===== src/rtl/seg_split_pkg.sv =====
package seg_split_pkg;
  localparam int REG_AW = 5;

  typedef enum logic [1:0] {
    MODE_UNIT    = 2'd0,
    MODE_STRIDED = 2'd1,
    MODE_INDEXED = 2'd2,
    MODE_RSVD    = 2'd3
  } seg_mode_e;

  typedef struct packed {
    seg_mode_e         mode;
    logic [2:0]        nf_m1;
    logic [2:0]        lmul;
    logic [2:0]        emul;
    logic [REG_AW-1:0] base;
    logic [REG_AW-1:0] stride;
    logic [REG_AW-1:0] index;
    logic [REG_AW-1:0] vd;
  } seg_instr_t;

  // Register-group size of a multiplier code; fractional codes occupy one register
  function automatic logic [3:0] mul_regs(input logic [2:0] code);
    logic [3:0] r;
    if (code[2]) r = 4'd1;
    else         r = 4'd1 << code[1:0];
    return r;
  endfunction
endpackage


===== src/rtl/seg_uop_count.sv =====
module seg_uop_count
  import seg_split_pkg::*;
#(
  parameter int CNT_W = 8
) (
  input  seg_instr_t       instr,
  output logic [CNT_W-1:0] count,
  output logic [3:0]       emul_regs
);
  logic [3:0]       lmul_regs;
  logic [3:0]       fields;
  logic [CNT_W-1:0] data_groups;

  always_comb begin
    lmul_regs   = mul_regs(instr.lmul);
    emul_regs   = mul_regs(instr.emul);
    fields      = {1'b0, instr.nf_m1} + 4'd1;
    data_groups = CNT_W'(lmul_regs) * CNT_W'(fields);
    if (instr.mode == MODE_INDEXED) begin
      count = (data_groups > CNT_W'(emul_regs)) ? data_groups : CNT_W'(emul_regs);
    end else begin
      count = CNT_W'(emul_regs) * CNT_W'(fields);
    end
  end
endmodule


===== src/rtl/seg_uop_fields.sv =====
module seg_uop_fields
  import seg_split_pkg::*;
#(
  parameter int IDX_W = 3
) (
  input  seg_instr_t        instr,
  input  logic [IDX_W-1:0]  idx,
  input  logic [3:0]        emul_regs,
  output logic [REG_AW-1:0] vd,
  output logic [REG_AW-1:0] base,
  output logic              base_dc,
  output logic [REG_AW-1:0] ofs,
  output logic              ofs_dc
);
  always_comb begin
    vd   = instr.vd + REG_AW'(idx);
    base = instr.base;
    if (instr.mode == MODE_INDEXED) begin
      base_dc = (idx != '0);
      ofs     = instr.index + REG_AW'(idx);
      ofs_dc  = (32'(idx) >= 32'(emul_regs));
    end else begin
      base_dc = 1'b0;
      ofs     = instr.stride;
      ofs_dc  = 1'b0;
    end
  end
endmodule


===== src/rtl/seg_uop_splitter.sv =====
module seg_uop_splitter
  import seg_split_pkg::*;
#(
  parameter int MAX_UOPS = 8
) (
  input  logic              clk,
  input  logic              rst,
  input  logic              in_valid,
  output logic              in_ready,
  input  logic [1:0]        in_mode,
  input  logic [2:0]        in_nf_m1,
  input  logic [2:0]        in_lmul,
  input  logic [2:0]        in_emul,
  input  logic [REG_AW-1:0] in_base,
  input  logic [REG_AW-1:0] in_stride,
  input  logic [REG_AW-1:0] in_index,
  input  logic [REG_AW-1:0] in_vd,
  output logic              out_valid,
  input  logic              out_ready,
  output logic [$clog2(MAX_UOPS)-1:0] out_idx,
  output logic [REG_AW-1:0] out_vd,
  output logic [REG_AW-1:0] out_base,
  output logic              out_base_dc,
  output logic [REG_AW-1:0] out_ofs,
  output logic              out_ofs_dc,
  output logic              out_last,
  output logic              illegal
);
  localparam int IDX_W = $clog2(MAX_UOPS);
  localparam int CNT_W = 8;

  seg_instr_t       in_instr, instr_q, sel_instr;
  logic [IDX_W-1:0] sel_idx;
  logic [CNT_W-1:0] sel_count;
  logic [3:0]       sel_emul;
  logic [REG_AW-1:0] f_vd, f_base, f_ofs;
  logic             f_base_dc, f_ofs_dc, f_last;
  logic             accept, fire, legal;

  assign in_instr = '{mode: seg_mode_e'(in_mode), nf_m1: in_nf_m1, lmul: in_lmul,
                      emul: in_emul, base: in_base, stride: in_stride,
                      index: in_index, vd: in_vd};

  assign in_ready  = !out_valid;
  assign accept    = in_valid && in_ready;
  assign fire      = out_valid && out_ready;
  assign sel_instr = accept ? in_instr : instr_q;
  assign sel_idx   = accept ? '0 : out_idx + IDX_W'(1);

  seg_uop_count #(.CNT_W(CNT_W)) u_count (
    .instr     (sel_instr),
    .count     (sel_count),
    .emul_regs (sel_emul)
  );

  seg_uop_fields #(.IDX_W(IDX_W)) u_fields (
    .instr     (sel_instr),
    .idx       (sel_idx),
    .emul_regs (sel_emul),
    .vd        (f_vd),
    .base      (f_base),
    .base_dc   (f_base_dc),
    .ofs       (f_ofs),
    .ofs_dc    (f_ofs_dc)
  );

  assign legal  = (sel_instr.mode != MODE_RSVD) && (sel_count <= CNT_W'(MAX_UOPS));
  assign f_last = (CNT_W'(sel_idx) == sel_count - CNT_W'(1));

  always_ff @(posedge clk) begin
    if (rst) begin
      instr_q     <= '0;
      out_valid   <= 1'b0;
      out_idx     <= '0;
      out_vd      <= '0;
      out_base    <= '0;
      out_base_dc <= 1'b0;
      out_ofs     <= '0;
      out_ofs_dc  <= 1'b0;
      out_last    <= 1'b0;
      illegal     <= 1'b0;
    end else begin
      illegal <= accept && !legal;
      if (accept) instr_q <= in_instr;
      if ((accept && legal) || (fire && !out_last)) begin
        out_valid   <= 1'b1;
        out_idx     <= sel_idx;
        out_vd      <= f_vd;
        out_base    <= f_base;
        out_base_dc <= f_base_dc;
        out_ofs     <= f_ofs;
        out_ofs_dc  <= f_ofs_dc;
        out_last    <= f_last;
      end else if (fire) begin
        out_valid <= 1'b0;
      end
    end
  end

  // Micro-op outputs hold while stalled
  p_hold_r11: assert property (@(posedge clk) disable iff (rst)
    out_valid && !out_ready |=> out_valid && $stable(out_idx) && $stable(out_vd)
                                 && $stable(out_ofs) && $stable(out_last));

  // Index advances by one per non-final handshake
  p_idx_step_r2: assert property (@(posedge clk) disable iff (rst)
    out_valid && out_ready && !out_last |=> out_valid && out_idx == $past(out_idx) + IDX_W'(1));

  // Every sequence starts at index zero
  p_first_idx_r2: assert property (@(posedge clk) disable iff (rst)
    $rose(out_valid) |-> out_idx == '0);

  // Final handshake releases the input side
  p_release_r9: assert property (@(posedge clk) disable iff (rst)
    out_valid && out_ready && out_last |=> !out_valid && in_ready);

  // A refused instruction issues nothing and the pulse lasts one cycle
  p_illegal_quiet_r10: assert property (@(posedge clk) disable iff (rst)
    illegal |-> !out_valid ##1 !illegal);

  // Indexed base is only meaningful on micro-op 0
  p_base_dc_r6: assert property (@(posedge clk) disable iff (rst)
    out_valid && instr_q.mode == MODE_INDEXED |-> out_base_dc == (out_idx != '0));
endmodule


===== config.mk =====
export PLATFORM = sky130hd
export DESIGN_NAME = seg_uop_splitter
export DESIGN_NICKNAME = d
export VERILOG_FILES = /design/src/rtl/seg_split_pkg.sv /design/src/rtl/seg_uop_count.sv /design/src/rtl/seg_uop_fields.sv /design/src/rtl/seg_uop_splitter.sv
export SDC_FILE = /design/constraint.sdc
export NUM_CORES = 1
export LEC_CHECK = 0
export BUFFER_PORTS_ARGS = -buffer_cell sky130_fd_sc_hd__buf_2
export CORE_AREA = 2 2 117 74
export CTS_CLUSTER_DIAMETER = 120
export CTS_CLUSTER_SIZE = 12
export DETAILED_ROUTE_END_ITERATION = 7
export DIE_AREA = 0 0 119 76
export GPL_TIMING_DRIVEN = 0
export PLACE_DENSITY_LB_ADDON = 0.1
export SETUP_SLACK_MARGIN = 0.5
export SLEW_MARGIN = 0
export SYNTH_ARGS = -nofsm -noshare
export SYNTH_HDL_FRONTEND = slang
export SYNTH_SLANG_ARGS = --single-unit

===== constraint.sdc =====
create_clock -name clk -period 7 [get_ports clk]
set_clock_uncertainty 0.05 [all_clocks]
set_input_delay 0.7 -clock clk [delete_from_list [all_inputs] [get_ports clk]]
set_output_delay 0.7 -clock clk [all_outputs]
set_load 0.03 [all_outputs]

==> flow_summary.toml <==
[detailed_routing]
vias_per_cell = 5.34
vias = 3478
drtPass1Iterations = 5
routedWlPerCell_um = 16.3
drtIter0Drc = 240
drc = 0
routed_wl_mm = 10.6
antenna_left = 0

[synthesis]
yosysMostFrequentCell = "nor2_1"
synth.top_cells.by_count = "nor2_1 (81), dfxtp_1 (54), ha_1 (40), inv_1 (38), nand2_1 (38)"
yosys_register_bits = 54
postSynthCellCount = 462
synth_nets = 547
synthTopCellsByArea = "dfxtp_1 (28%), ha_1 (13%), mux2i_1 (8.6%)"
synth_seq_area_share_pct = 28.0
synth-edff-count = 0
yosys_warnings = 0
syn_area_um2 = 3860
synth_ff_type = "dfxtp_1"
syn_avg_cell_area_um2 = 8.35
synthDominantCellAreaShare_pct = 28.0
async_reset_ff_share_pct = 0
ys_types = 59
yosys.area.top_type = "dfxtp_1"

[cts]
clockBufferDepth = 2
clkSinkCount = 54
holdBufCountCts = 0
cts_tree = "built"
cts_made_buffers = 5
clk_pin_slew_ns = 0.07
clock_latency_ns = 0.30
clockRootBuffer = "clkbuf_16"
htree_levels = 2

[floorplanning]
dieWidth_um = 119
die_y_um = 76
fp.dieArea_um2 = 9040
rows = 26
initial_core_util_pct = 47.6
io_pins = 59
coreArea_um2 = 8100

[critical_path]
max_stage_delay_ns = 0.55
crit_buf_inv = 11
crit_path_end_kind = "flip-flop"
crit_path_frequent_cell = "inv_1"
crit_slowest_cell = "fa_2"
path_class = "input pin to flip-flop"
cp.arrival_ns = 6.39
worst-path-max-fanout = 8
worstSetupStartpointType = "input pin"
cp.required_ns = 7.11
crit_family = "adder cells"

[timing]
min_period_ns = 6.28
setup_tns_ns = 0
hold-worst-slack_ns = 0.411
setup_viol = 0
hold_viol_final = 0
timing.final.max_slew_violations = 0
rsz0062_at_grt = "no"
fmax_mhz = 159
max-slew-margin-rel_pct = 33.3
fin_crit_sh_pct = 89.7
worst-slew-pin-transition_ns = 0.996

[hold_path]
worstHoldPathType = "flip-flop to flip-flop"

[global_routing]
grt-busiest-layer = "met1"
grt_start_max_net_pins = 18
grt_antenna_before_repair = 0
grt_pass1_wl_mm = 17.2
grtUsageMet3_pct = 4.79
met2_usage_pct = 33.2
overflow = 0
grt_use_total_pct = 24.1
grt_pass1_vias = 3320
grt_use_met1_pct = 38.7

[final_layout]
final_core_util_pct = 58.3
fillers = 758
area_growth_pct = 22.5
diodes = 0
nets = 623
finalNonFillerCells = 651
drive_gt1_share_pct = 21.9

[power]
p_per_area_nw_per_um2 = 294
peakVddDrop_mv = 0.114
leakagePower_nw = 2.29
fin_total_pwr_w = 0.00139

[placement]
dp_cells = 631
portBuffers = 57
gp_congestion = 0.847
hpwl_mm = 7.98

[outcome]
status = "finished, final reports clean"

[job]
drv_cap = 0
## metrics by stage
stage	area, um^2	setup WS, ns
3_3_place_gp	4280	-0.574
4_1_cts	4580	0.548
2_1_floorplan	3860	0.533
6_report	4730	0.722
5_1_grt	4730	0.432
3_5_place_dp	4280	-0.657
## state kept, by name, summed over array words and instances, names as in the netlist
register and count:
illegal 1, out_idx 3, out_base 5, out_last 1
out_ofs_dc 1, instr_q 31, out_vd 5, out_valid 1
out_ofs 5, out_base_dc 1
## cells by family after synthesis
kind of cell / Yosys count / share of synthesized area (%)
adder cells (fa/ha/maj): 50 / 18.2
AND/OR/NAND/NOR: 161 / 18.4
buffers and inverters: 58 / 6.07
XOR/XNOR: 18 / 4.09
flip-flops: 54 / 28.0
multiplexers: 34 / 8.86
AO/OA/AOI/OAI: 87 / 16.4
## layout make-up
class                      instances  area [um^2]  area share (%)
clock inverter                     3         45.0           0.953
multi-input combinational        350         2690            56.9
clock buffer                       5          125            2.65
tap                              112          140            2.97
buffer                            18          113            2.38
inverter                          40          150            3.18
sequential                        54         1080            22.9
timing repair buffer              69          379            8.02
## path summary, 6_finish.rpt
check | startpoint | endpoint | slack [ns] | depth (start not counted)
setup / recovery | in_valid | out_ofs[3] | 0.72 | 29
hold / removal | instr_q[29] | instr_q[29] | 0.41 | 2
setup reg to reg | out_valid | out_ofs[3] | 0.80 | 28
hold reg to reg | instr_q[29] | instr_q[29] | 0.41 | 2
## timing repair
action | 4_1_cts | 5_1_grt
setup endpoints to repair | 23 | 23
gates cloned | 1 | 0
resized for setup | 17 | 23
setup buffers | 7 | 4
pin swaps | 5 | 8
## routing by layer
layer | vias up | routed length [um]
li1 | 1735 | -
met1 | 1621 | 5450
met2 | 112 | 4280
met3 | 10 | 843
met4 | 0 | 73
met5 | - | 0
## worst min-delay path: stages (launching register included)
cell and delay, ns:
dfxtp_1 0.31, nand2_1 0.05, a21oi_1 0.05
## where the power goes
group / switching [W] / internal, W
Combinational: 0.000427 / 0.000303
Clock: 0.000116 / 0.000169
Sequential: 0.0000215 / 0.000353
## cell usage in the layout, fill, tap and decap left out, drive strengths merged, types with 2 or more instances in the layout
| master | Yosys | layout |
|---|---|---|
| nor2 | 81 | 81 |
| buf | 8 | 77 |
| dfxtp | 54 | 54 |
| inv | 40 | 40 |
| ha | 40 | 40 |
| nand2 | 38 | 38 |
| mux2i | 33 | 33 |
| a21oi | 27 | 27 |
| clkbuf | 10 | 15 |
| o21ai | 13 | 13 |
| a211oi | 11 | 11 |
| xnor2 | 10 | 10 |
| fa | 10 | 10 |
| nand2b | 9 | 9 |
| a21o | 8 | 8 |
| xor2 | 8 | 8 |
| nor3 | 7 | 7 |
| nor2b | 4 | 4 |
| a31oi | 4 | 4 |
| nand3 | 4 | 4 |
| o31ai | 4 | 4 |
| nor3b | 3 | 3 |
| or3 | 3 | 3 |
| o21bai | 2 | 2 |
| and2 | 2 | 2 |
| a31o | 2 | 2 |
| and3 | 2 | 2 |
| nor4 | 2 | 2 |
| clkinvlp | 0 | 2 |
| or2 | 2 | 2 |
No activity file was read; power rests on OpenSTA's default activity.
